`src/rtl/tmr_pkg.sv`:
```
package tmr_pkg;
  typedef enum logic [1:0] {
    MODE_FREE     = 2'd0,
    MODE_PERIODIC = 2'd1,
    MODE_ONESHOT  = 2'd2,
    MODE_WDOG     = 2'd3
  } tmr_mode_e;

  localparam int OFF_LOAD  = 'h00;
  localparam int OFF_STAT  = 'h04;
  localparam int OFF_CTRL  = 'h08;
  localparam int OFF_CAUSE = 'h38;

  localparam int CTRL_EN_BIT   = 7;
  localparam int CTRL_MODE_LSB = 4;
  localparam int STAT_FIRE_BIT = 5;
  localparam int CAUSE_WD_BIT  = 1;
endpackage

```
`src/rtl/tmr_prescaler.sv`:
```
module tmr_prescaler #(
  parameter int PS_W = 4
) (
  input  logic            clk_i,
  input  logic            rst_ni,
  input  logic            run_i,
  input  logic            clr_i,
  input  logic [PS_W-1:0] sel_i,
  output logic            tick_o
);
  localparam int DIV_W = 1 << PS_W;
  localparam int SH_W  = $clog2(DIV_W + 1);

  logic [DIV_W-1:0] div_q;
  logic [SH_W-1:0]  shift;
  logic [DIV_W:0]   mask;

  // top code extends to the full divider width
  always_comb begin
    shift = (sel_i == '1) ? SH_W'(DIV_W) : SH_W'(sel_i);
    mask  = ((DIV_W+1)'(1) << shift) - (DIV_W+1)'(1);
  end

  assign tick_o = run_i && ((div_q & mask[DIV_W-1:0]) == mask[DIV_W-1:0]);

  always_ff @(posedge clk_i or negedge rst_ni) begin
    if (!rst_ni)     div_q <= '0;
    else if (clr_i)  div_q <= '0;
    else if (run_i)  div_q <= div_q + 1'b1;
  end
endmodule

```
`src/rtl/tmr_counter.sv`:
```
module tmr_counter #(
  parameter int CNT_W = 16
) (
  input  logic             clk_i,
  input  logic             rst_ni,
  input  logic             run_i,
  input  logic             tick_i,
  input  logic             reload_i,
  input  logic [CNT_W-1:0] reload_val_i,
  output logic [CNT_W-1:0] cnt_o,
  output logic             expire_o
);
  logic [CNT_W-1:0] cnt_q;

  assign expire_o = run_i && tick_i && (cnt_q == '0);
  assign cnt_o    = cnt_q;

  always_ff @(posedge clk_i or negedge rst_ni) begin
    if (!rst_ni)                            cnt_q <= '0;
    else if (reload_i)                      cnt_q <= reload_val_i;
    else if (run_i && tick_i && cnt_q != '0) cnt_q <= cnt_q - 1'b1;
  end
endmodule

```
`src/rtl/tmr_rst_pulse.sv`:
```
module tmr_rst_pulse #(
  parameter int LEN = 4
) (
  input  logic clk_i,
  input  logic rst_ni,
  input  logic fire_i,
  output logic req_o
);
  localparam int LW = $clog2(LEN + 1);

  logic [LW-1:0] left_q;

  assign req_o = (left_q != '0);

  always_ff @(posedge clk_i or negedge rst_ni) begin
    if (!rst_ni)      left_q <= '0;
    else if (fire_i)  left_q <= LW'(LEN);
    else if (req_o)   left_q <= left_q - 1'b1;
  end
endmodule

```
`src/rtl/tmr_wdg_top.sv`:
```
module tmr_wdg_top
  import tmr_pkg::*;
#(
  parameter int ADDR_W  = 8,
  parameter int DATA_W  = 32,
  parameter int CNT_W   = 16,
  parameter int PS_W    = 4,
  parameter int RST_LEN = 4
) (
  input  logic              clk_i,
  input  logic              rst_ni,
  input  logic [ADDR_W-1:0] addr_i,
  input  logic              we_i,
  input  logic [DATA_W-1:0] wdata_i,
  output logic [DATA_W-1:0] rdata_o,
  output logic              irq_o,
  output logic              sys_rst_o
);
  localparam int MODE_MSB = CTRL_MODE_LSB + 1;

  logic             wr_load, wr_ctrl, wr_cause, start;
  logic             en_q, irq_q, fired_q, cause_q;
  tmr_mode_e        mode_cfg_q, mode_act_q, mode_wr;
  logic [PS_W-1:0]  ps_cfg_q, ps_act_q;
  logic [CNT_W-1:0] load_q, cnt_q, reload_val;
  logic             tick, expire, reload, wdog_fire;

  assign wr_load  = we_i && (addr_i == ADDR_W'(OFF_LOAD));
  assign wr_ctrl  = we_i && (addr_i == ADDR_W'(OFF_CTRL));
  assign wr_cause = we_i && (addr_i == ADDR_W'(OFF_CAUSE));
  assign start    = wr_ctrl && wdata_i[CTRL_EN_BIT] && !en_q;
  assign mode_wr  = tmr_mode_e'(wdata_i[MODE_MSB:CTRL_MODE_LSB]);

  assign wdog_fire = expire && (mode_act_q == MODE_WDOG);
  assign reload    = start || wr_load ||
                     (expire && (mode_act_q == MODE_PERIODIC || mode_act_q == MODE_FREE));

  always_comb begin
    if (wr_load)                                reload_val = wdata_i[CNT_W-1:0];
    else if (expire && mode_act_q == MODE_FREE) reload_val = '1;
    else                                        reload_val = load_q;
  end

  tmr_prescaler #(.PS_W(PS_W)) u_ps (
    .clk_i  (clk_i),
    .rst_ni (rst_ni),
    .run_i  (en_q),
    .clr_i  (reload),
    .sel_i  (ps_act_q),
    .tick_o (tick)
  );

  tmr_counter #(.CNT_W(CNT_W)) u_cnt (
    .clk_i        (clk_i),
    .rst_ni       (rst_ni),
    .run_i        (en_q),
    .tick_i       (tick),
    .reload_i     (reload),
    .reload_val_i (reload_val),
    .cnt_o        (cnt_q),
    .expire_o     (expire)
  );

  tmr_rst_pulse #(.LEN(RST_LEN)) u_rst (
    .clk_i  (clk_i),
    .rst_ni (rst_ni),
    .fire_i (wdog_fire),
    .req_o  (sys_rst_o)
  );

  // programmed fields
  always_ff @(posedge clk_i or negedge rst_ni) begin
    if (!rst_ni) begin
      en_q       <= 1'b0;
      mode_cfg_q <= MODE_FREE;
      ps_cfg_q   <= '0;
      load_q     <= '0;
    end else begin
      if (wr_ctrl) begin
        en_q       <= wdata_i[CTRL_EN_BIT];
        mode_cfg_q <= mode_wr;
        ps_cfg_q   <= wdata_i[PS_W-1:0];
      end else if (expire && (mode_act_q == MODE_ONESHOT || mode_act_q == MODE_WDOG)) begin
        en_q <= 1'b0;
      end
      if (wr_load) load_q <= wdata_i[CNT_W-1:0];
    end
  end

  // active fields, latched at each reload
  always_ff @(posedge clk_i or negedge rst_ni) begin
    if (!rst_ni) begin
      mode_act_q <= MODE_FREE;
      ps_act_q   <= '0;
    end else if (reload) begin
      mode_act_q <= wr_ctrl ? mode_wr : mode_cfg_q;
      ps_act_q   <= wr_ctrl ? wdata_i[PS_W-1:0] : ps_cfg_q;
    end
  end

  always_ff @(posedge clk_i or negedge rst_ni) begin
    if (!rst_ni) begin
      irq_q   <= 1'b0;
      fired_q <= 1'b0;
      cause_q <= 1'b0;
    end else begin
      irq_q <= expire && (mode_act_q == MODE_PERIODIC || mode_act_q == MODE_ONESHOT);
      if (wdog_fire)  fired_q <= 1'b1;
      else if (start) fired_q <= 1'b0;
      if (wdog_fire)  cause_q <= 1'b1;
      else if (wr_cause && wdata_i[CAUSE_WD_BIT]) cause_q <= 1'b0;
    end
  end

  assign irq_o = irq_q;

  always_comb begin
    rdata_o = '0;
    case (addr_i)
      ADDR_W'(OFF_LOAD):  rdata_o[CNT_W-1:0] = cnt_q;
      ADDR_W'(OFF_STAT):  rdata_o[STAT_FIRE_BIT] = fired_q;
      ADDR_W'(OFF_CTRL): begin
        rdata_o[CTRL_EN_BIT]                = en_q;
        rdata_o[MODE_MSB:CTRL_MODE_LSB]     = mode_cfg_q;
        rdata_o[PS_W-1:0]                   = ps_cfg_q;
      end
      ADDR_W'(OFF_CAUSE): rdata_o[CAUSE_WD_BIT] = cause_q;
      default:            rdata_o = '0;
    endcase
  end
endmodule

```
`config.mk`:
```
export PLATFORM = sky130hd
export DESIGN_NAME = tmr_wdg_top
export DESIGN_NICKNAME = d
export VERILOG_FILES = /design/src/rtl/tmr_pkg.sv /design/src/rtl/tmr_prescaler.sv /design/src/rtl/tmr_counter.sv /design/src/rtl/tmr_rst_pulse.sv /design/src/rtl/tmr_wdg_top.sv
export SDC_FILE = /design/constraint.sdc
export NUM_CORES = 1
export LEC_CHECK = 0
export BUFFER_PORTS_ARGS = -buffer_cell sky130_fd_sc_hd__buf_2
export CAP_MARGIN = 20
export CELL_PAD_IN_SITES_DETAIL_PLACEMENT = 0
export CELL_PAD_IN_SITES_GLOBAL_PLACEMENT = 2
export CORE_UTILIZATION = 34
export DETAILED_ROUTE_END_ITERATION = 8
export PLACE_DENSITY_LB_ADDON = 0.1
export SYNTH_ARGS = -nofsm -noshare
export SYNTH_HDL_FRONTEND = slang
export SYNTH_SLANG_ARGS = --single-unit
```
`constraint.sdc`:
```
create_clock -name clk_i -period 3.6 [get_ports clk_i]
set_clock_uncertainty 0.15 [all_clocks]
set_input_delay 0.18 -clock clk_i [delete_from_list [all_inputs] [get_ports clk_i]]
set_output_delay 0.18 -clock clk_i [all_outputs]
set_load 0.005 [all_outputs]
```
# After elaboration in Yosys (flattened, before gate mapping)

Index checks and enable logic that the tools add are counted.

Register bits after elaboration: 67
Input bits: 43
Output and inout port bits: 34
Word-level logic and storage cells: 82

Add/subtract/negate cells: 4
Equality and inequality tests: 8
Shifts and indexed selects: 1
Mux-type cells: 24
Bitwise logic cells: 1
Reductions and logical operators: 32

Operators with widths:

| cell                                                                   | count |
|---|---|
| 16-bit 2-to-1 mux                                                      | 6 |
| 16-bit by 1-bit adder with 16-bit output (second input constant)       | 1 |
| 16-bit bitwise AND                                                     | 1 |
| 16-bit equality test                                                   | 1 |
| 16-bit logical NOT                                                     | 1 |
| 16-bit nonzero test                                                    | 1 |
| 1-bit by 5-bit left shift with 16-bit output (first input constant)    | 1 |
| 16-bit by 1-bit subtractor with 16-bit output (second input constant)  | 1 |
| 16-bit by 2-bit subtractor with 16-bit output (second input constant)  | 1 |
| 1-bit logical AND                                                      | 15 |
| 2-bit nonzero test                                                     | 6 |
| 8-bit by 3-bit equality test with 1-bit output (second input constant) | 1 |
| 8-bit by 4-bit equality test with 1-bit output (second input constant) | 1 |
| 8-bit by 6-bit equality test with 1-bit output (second input constant) | 1 |
| 8-bit logical NOT                                                      | 1 |
| 8-bit 2-to-1 mux                                                       | 1 |
| 1-bit 2-to-1 mux                                                       | 7 |
| 3-bit 2-to-1 mux                                                       | 2 |
| 1-bit case mux with 3 select lines                                     | 2 |
| 3-bit case mux with 2 select lines                                     | 1 |
| 1-bit logical OR                                                       | 5 |
| 5-bit 2-to-1 mux                                                       | 1 |
| 2-bit equality test (second input constant)                            | 2 |
| 4-bit equality test (second input constant)                            | 1 |
| 8 further kinds                                                        | 9 |

# Logic depth before layout (Yosys ltp)

Depth after elaboration: 13
Mapped depth: 13

# Cells and area by module

From an unflattened synthesis, not the netlist that was laid out.

Cells, all modules: 476
Area, all modules: 4129.0 sq um

Modules (own cells, without submodules):

| module        | times used | cells each | area an instance (sq um) |
|---|---|---|---|
| tmr_wdg_top   | 1          | 204        | 1819.2 |
| tmr_prescaler | 1          | 125        | 1074.8 |
| tmr_counter   | 1          | 131        | 1057.3 |
| tmr_rst_pulse | 1          | 16         | 177.7 |

# Least setup slack after synthesis

Ideal clock, no wire load.

Path type: register to register
From: register ps_act_q[3]
To: register u_cnt.cnt_q[0], in the netlist u_cnt.cnt_o[0]
Data arrival time: 2.869 ns
Required time: 3.324 ns
Setup slack: 0.455 ns
Stages on the path, launching flop included: 14
Buffers on the path: 4
Period minus slack after synthesis: 3.145 ns
Cells stage by stage: dfrtp_1 -> clkbuf_1 -> nor3_1 -> nand2b_1 -> ha_1 -> buf_2 -> or3_1 -> a211oi_2 -> nor2_1 -> and4b_1 -> a31oi_1 -> buf_4 -> buf_2 -> a2bb2oi_1

Word-level cells in the longest chain between the ends: 13

RTL lines:

| element                                         | line                                 | RTL |
|---|---|---|
| start, declared                                 | tmr_wdg_top.sv:24                    | `logic [PS_W-1:0] ps_cfg_q, ps_act_q;` |
| start signal, assigned                          | tmr_wdg_top.sv:97                    | `ps_act_q <= wr_ctrl ? wdata_i[PS_W-1:0] : ps_cfg_q;` |
| 4-bit equality test                             | tmr_prescaler.sv:20                  | `shift = (sel_i == '1) ? SH_W'(DIV_W) : SH_W'(sel_i);` |
| 5-bit 2-to-1 mux *                              | tmr_prescaler.sv:20                  |  |
| 1-bit by 5-bit left shift with 16-bit output *  | tmr_prescaler.sv:21                  | `mask = ((DIV_W+1)'(1) << shift) - (DIV_W+1)'(1);` |
| 16-bit by 2-bit subtractor with 16-bit output * | tmr_prescaler.sv:21                  |  |
| 16-bit bitwise AND                              | tmr_prescaler.sv:24                  | `assign tick_o = run_i && ((div_q & mask[DIV_W-1:0]) == mask[DIV_W-1:0]);` |
| 16-bit equality test *                          | tmr_prescaler.sv:24                  |  |
| 1-bit logical AND *                             | tmr_prescaler.sv:24                  |  |
| 1-bit logical AND *                             | tmr_counter.sv:15, tmr_counter.sv:21 |  |
| 1-bit logical AND                               | tmr_counter.sv:15                    | `assign expire_o = run_i && tick_i && (cnt_q == '0);` |
| 1-bit logical AND                               | tmr_wdg_top.sv:40                    | `else if (expire && mode_act_q == MODE_FREE) reload_val = '1;` |
| 16-bit 2-to-1 mux                               | tmr_wdg_top.sv:40                    |  |
| 16-bit 2-to-1 mux                               | tmr_wdg_top.sv:39                    | `if (wr_load) reload_val = wdata_i[CNT_W-1:0];` |
| 16-bit 2-to-1 mux                               | tmr_counter.sv:20                    | `else if (reload_i) cnt_q <= reload_val_i;` |
| end signal, assigned                            | tmr_counter.sv:20                    |  |
| end signal, assigned                            | tmr_counter.sv:21                    | `else if (run_i && tick_i && cnt_q != '0) cnt_q <= cnt_q - 1'b1;` |
| end, declared                                   | tmr_counter.sv:13                    | `logic [CNT_W-1:0] cnt_q;` |

Mark *: on every way between the ends. The rest lies on a longest branch, timed or not.
A chain may end at the register's enable or synchronous reset.

# Worst setup path in the final report

From: register ps_act_q[1]
To: register u_cnt.cnt_q[14], in the netlist u_cnt.cnt_o[14]

Same word-level chain as after synthesis.

==> qor.txt <==
Via count of the first global-routing pass = 3395
Horizontal die dimension = 111 µm
Die Height = 111 µm
Sum of negative setup slack = 0 ns
Insertion delay to the later sink of the worst-skew pair = 0.33 ns
NumNets Final = 542
Worst slew pin tran = 0.881 ns
Initial core utilization = 34.9%
Post-Syn Instances = 423
Largest buffer count on any clock path = 2
Area of all placed cells without fillers = 0.00487 mm²
H-tree depth = 3
Share of layout cells above drive strength 1 = 21.7%
Type of the most critical hold path = in -> reg
Worst Setup Start Kind = flop
Post-Syn Area = 0.00401 mm²
Share of the cycle needed by the critical path after routing = 91.4%
Routability congestion estimate from global placement = 0.773
Top FF cell, synth = dfrtp_1
Via Count = 3230
Top cells by area, synth = dfrtp_1 (42%), mux2_2 (5.9%), nor2_1 (4.9%)
Clock buffer count from CTS = 9
List of cells traversed by the critical path = nor3_1 -> nand2b_1 -> ha_1 -> or3_1 -> a211oi_2 -> nor2_1 -> and4b_1 -> a31oi_2 -> or2_1 -> a2bb2oi_1
First-iteration detailed-routing DRC count = 173
Power per cell area = 528 mW/mm²
Final hold violation count = 0
Filler cell count = 1150
Overflow after GRT = 0
Mean Syn Cell Area = 9.47 µm²
Unrepaired setup endpoints after global routing = no
Initial antenna violation count = 0
Library cell used as clock root buffer = clkbuf_16
Number of diodes added for antenna fixing = 0
Register bit count reported by yosys = 67
Global Route Usage Sum = 18.2%
Critical path buffer and inverter count = 0
Pin count of the biggest net entering global routing = 36
Routed WL = 10300 µm
Cell area reported after detailed placement = 0.00438 mm²
Delay of the slowest cell on the worst path = 0.42 ns
Top delay family on crit path = simple AND/OR/NAND/NOR gates
Critical-path cell with the highest stage delay = or3_1
Arr. time, crit path = 3.39 ns
Yosys warns = 0
Clock Sink Count = 67
Result of the run = finished clean
Min cycle time layout = 3.29 ns
Top cell type by total area after synthesis = dfrtp_1
Static leakage = 0.00222 µW
CP Capture Type = flop
Top cell type's share of synthesized area = 41.8%
Critical path class = reg -> reg
HPWL Detailed = 7600 µm
Total of buffers placed on input and output ports = 44
Clock tree from TritonCTS = done
Maximum vdd ir drop = 0.180 mV
Global-route wire length before repair = 17500 µm
Synthesis-to-finish area growth = 21.6%
Final Max Tran Viols = 0
DRC viols = 0
Max-cap violations = 0
Sequential cell area fraction in the yosys report = 41.8%
Detailed-router iteration count before antenna repair = 4
Post-DR wirelength/cell = 16.1 µm
Number of library cell types mapped by synthesis = 57
Leading cell types in the layout, fill and taps excluded = dfrtp_1 (67), nor2_1 (52), buf_2 (44)
EDFF count, synth = 0
Share of async-settable or async-resettable flops after synthesis = 100%
Top fanout value on the critical path = 10
Number of placement rows = 39
Required time reported for the critical path endpoint = 3.70 ns
Worst slew margin = 41.3%
Post-detailed-route count of antenna-violating nets = 0
DR vias/cell = 5.07
Die outline area = 0.0122 mm²
Upper clock frequency limit = 304 MHz
Clock slew seen by the registers of the worst setup and hold paths = 0.06 ns
Area of the core = 0.0115 mm²
Leading cell type in the layout, fill and taps excluded = dfrtp_1
R2R Setup Slk = 0.31 ns
Ports placed on the boundary = 77
Final setup violating endpoints = 0
## final timing paths
check                             from  cells past startpoint               to
min in group asynchronous       rst_ni                      2  u_cnt.cnt_o[12]
max reg2reg                ps_act_q[1]                     10  u_cnt.cnt_o[14]
min                         wdata_i[7]                      3             en_q
max in group asynchronous       rst_ni                      3          cause_q
max                        ps_act_q[1]                     10  u_cnt.cnt_o[14]
min reg2reg                  load_q[6]                      1        load_q[6]
## per-layer routing
metal / vias to the layer above / global-route usage (%) / part of all wire (%)
li1: 1592 / - / -
met1: 1562 / 25.5 / 50
met2: 63 / 28.1 / 45
met3: 13 / 2.69 / 3.1
met4: 0 / 7.64 / 1.7
met5: - / 0 / 0
## cell type report
cell class / instances / area [µm²] / area share, %
clock buffer: 11 / 253 / 5.19
timing repair buffer: 75 / 505 / 10.4
sequential: 67 / 1680 / 34.4
inverter: 18 / 67.6 / 1.39
clock inverter: 4 / 73.8 / 1.52
multi-input combinational: 319 / 2120 / 43.4
tap: 143 / 179 / 3.67
## timing repair
item / in CTS / in global routing
resized for setup: 0 / 0
hold endpoints to repair: 51 / 0
setup buffers: 0 / 0
hold buffers: 16 / 0
## report_power, final
group / switching [µW] / internal (µW) / total, µW
clock: 328 / 640 / 968
sequential: 163 / 880 / 1040
combinational: 296 / 266 / 562
## registers in the layout, summed over array words and instances (netlist names)
signal / flops
ps_act_q: 4
irq_o: 1
cause_q: 1
u_cnt.cnt_o: 16
u_ps.div_q: 16
u_rst.left_q: 3
fired_q: 1
mode_cfg_q: 2
mode_act_q: 2
en_q: 1
ps_cfg_q: 4
load_q: 16
## worst reg2reg max path, cell delays in order (launching register included)
cell       delay [ns]
dfrtp_1          0.38
nor3_1           0.29
nand2b_1         0.10
ha_1             0.33
or3_1            0.42
a211oi_2         0.29
nor2_1           0.11
and4b_1          0.27
a31oi_2          0.25
or2_1            0.42
a2bb2oi_1        0.22
## cells in the mapped netlist (9+ instances only)
cell type	n
nand3_1	18
nor3_1	12
o21ai_0	12
inv_1	18
mux2i_1	11
a2bb2oi_1	10
xor2_1	15
mux2_2	21
nand4_1	9
nand2_1	23
buf_4	19
dfrtp_1	67
ha_1	9
nor2_1	52
xnor2_1	9
nand2b_1	11
and2_1	10
## cells by family after synthesis
| family | share of synthesized area [%] |
|---|---|
| simple gates | 23.9 |
| flops | 41.8 |
| compound gates | 10.5 |
| buf+inv | 6.90 |
| mux | 8.65 |
| xor+xnor | 5.25 |
| fa+ha+maj | 2.81 |
| other cells | 0.0936 |
## metrics by stage
stage	cells	total power [µW]	setup slack (ns)	utilization, %	hold slack, ns
floorplan	438	1410	0.455	-	-0.266
global placement	606	1600	0.362	38.2	0.207
detailed placement	606	1610	0.320	38.2	0.204
CTS	637	2610	0.308	42.5	0.0348
global route	637	2730	0.0381	42.5	0.0692
finish	637	2570	0.308	42.5	0.0437
(Power assumes the default switching activity.)
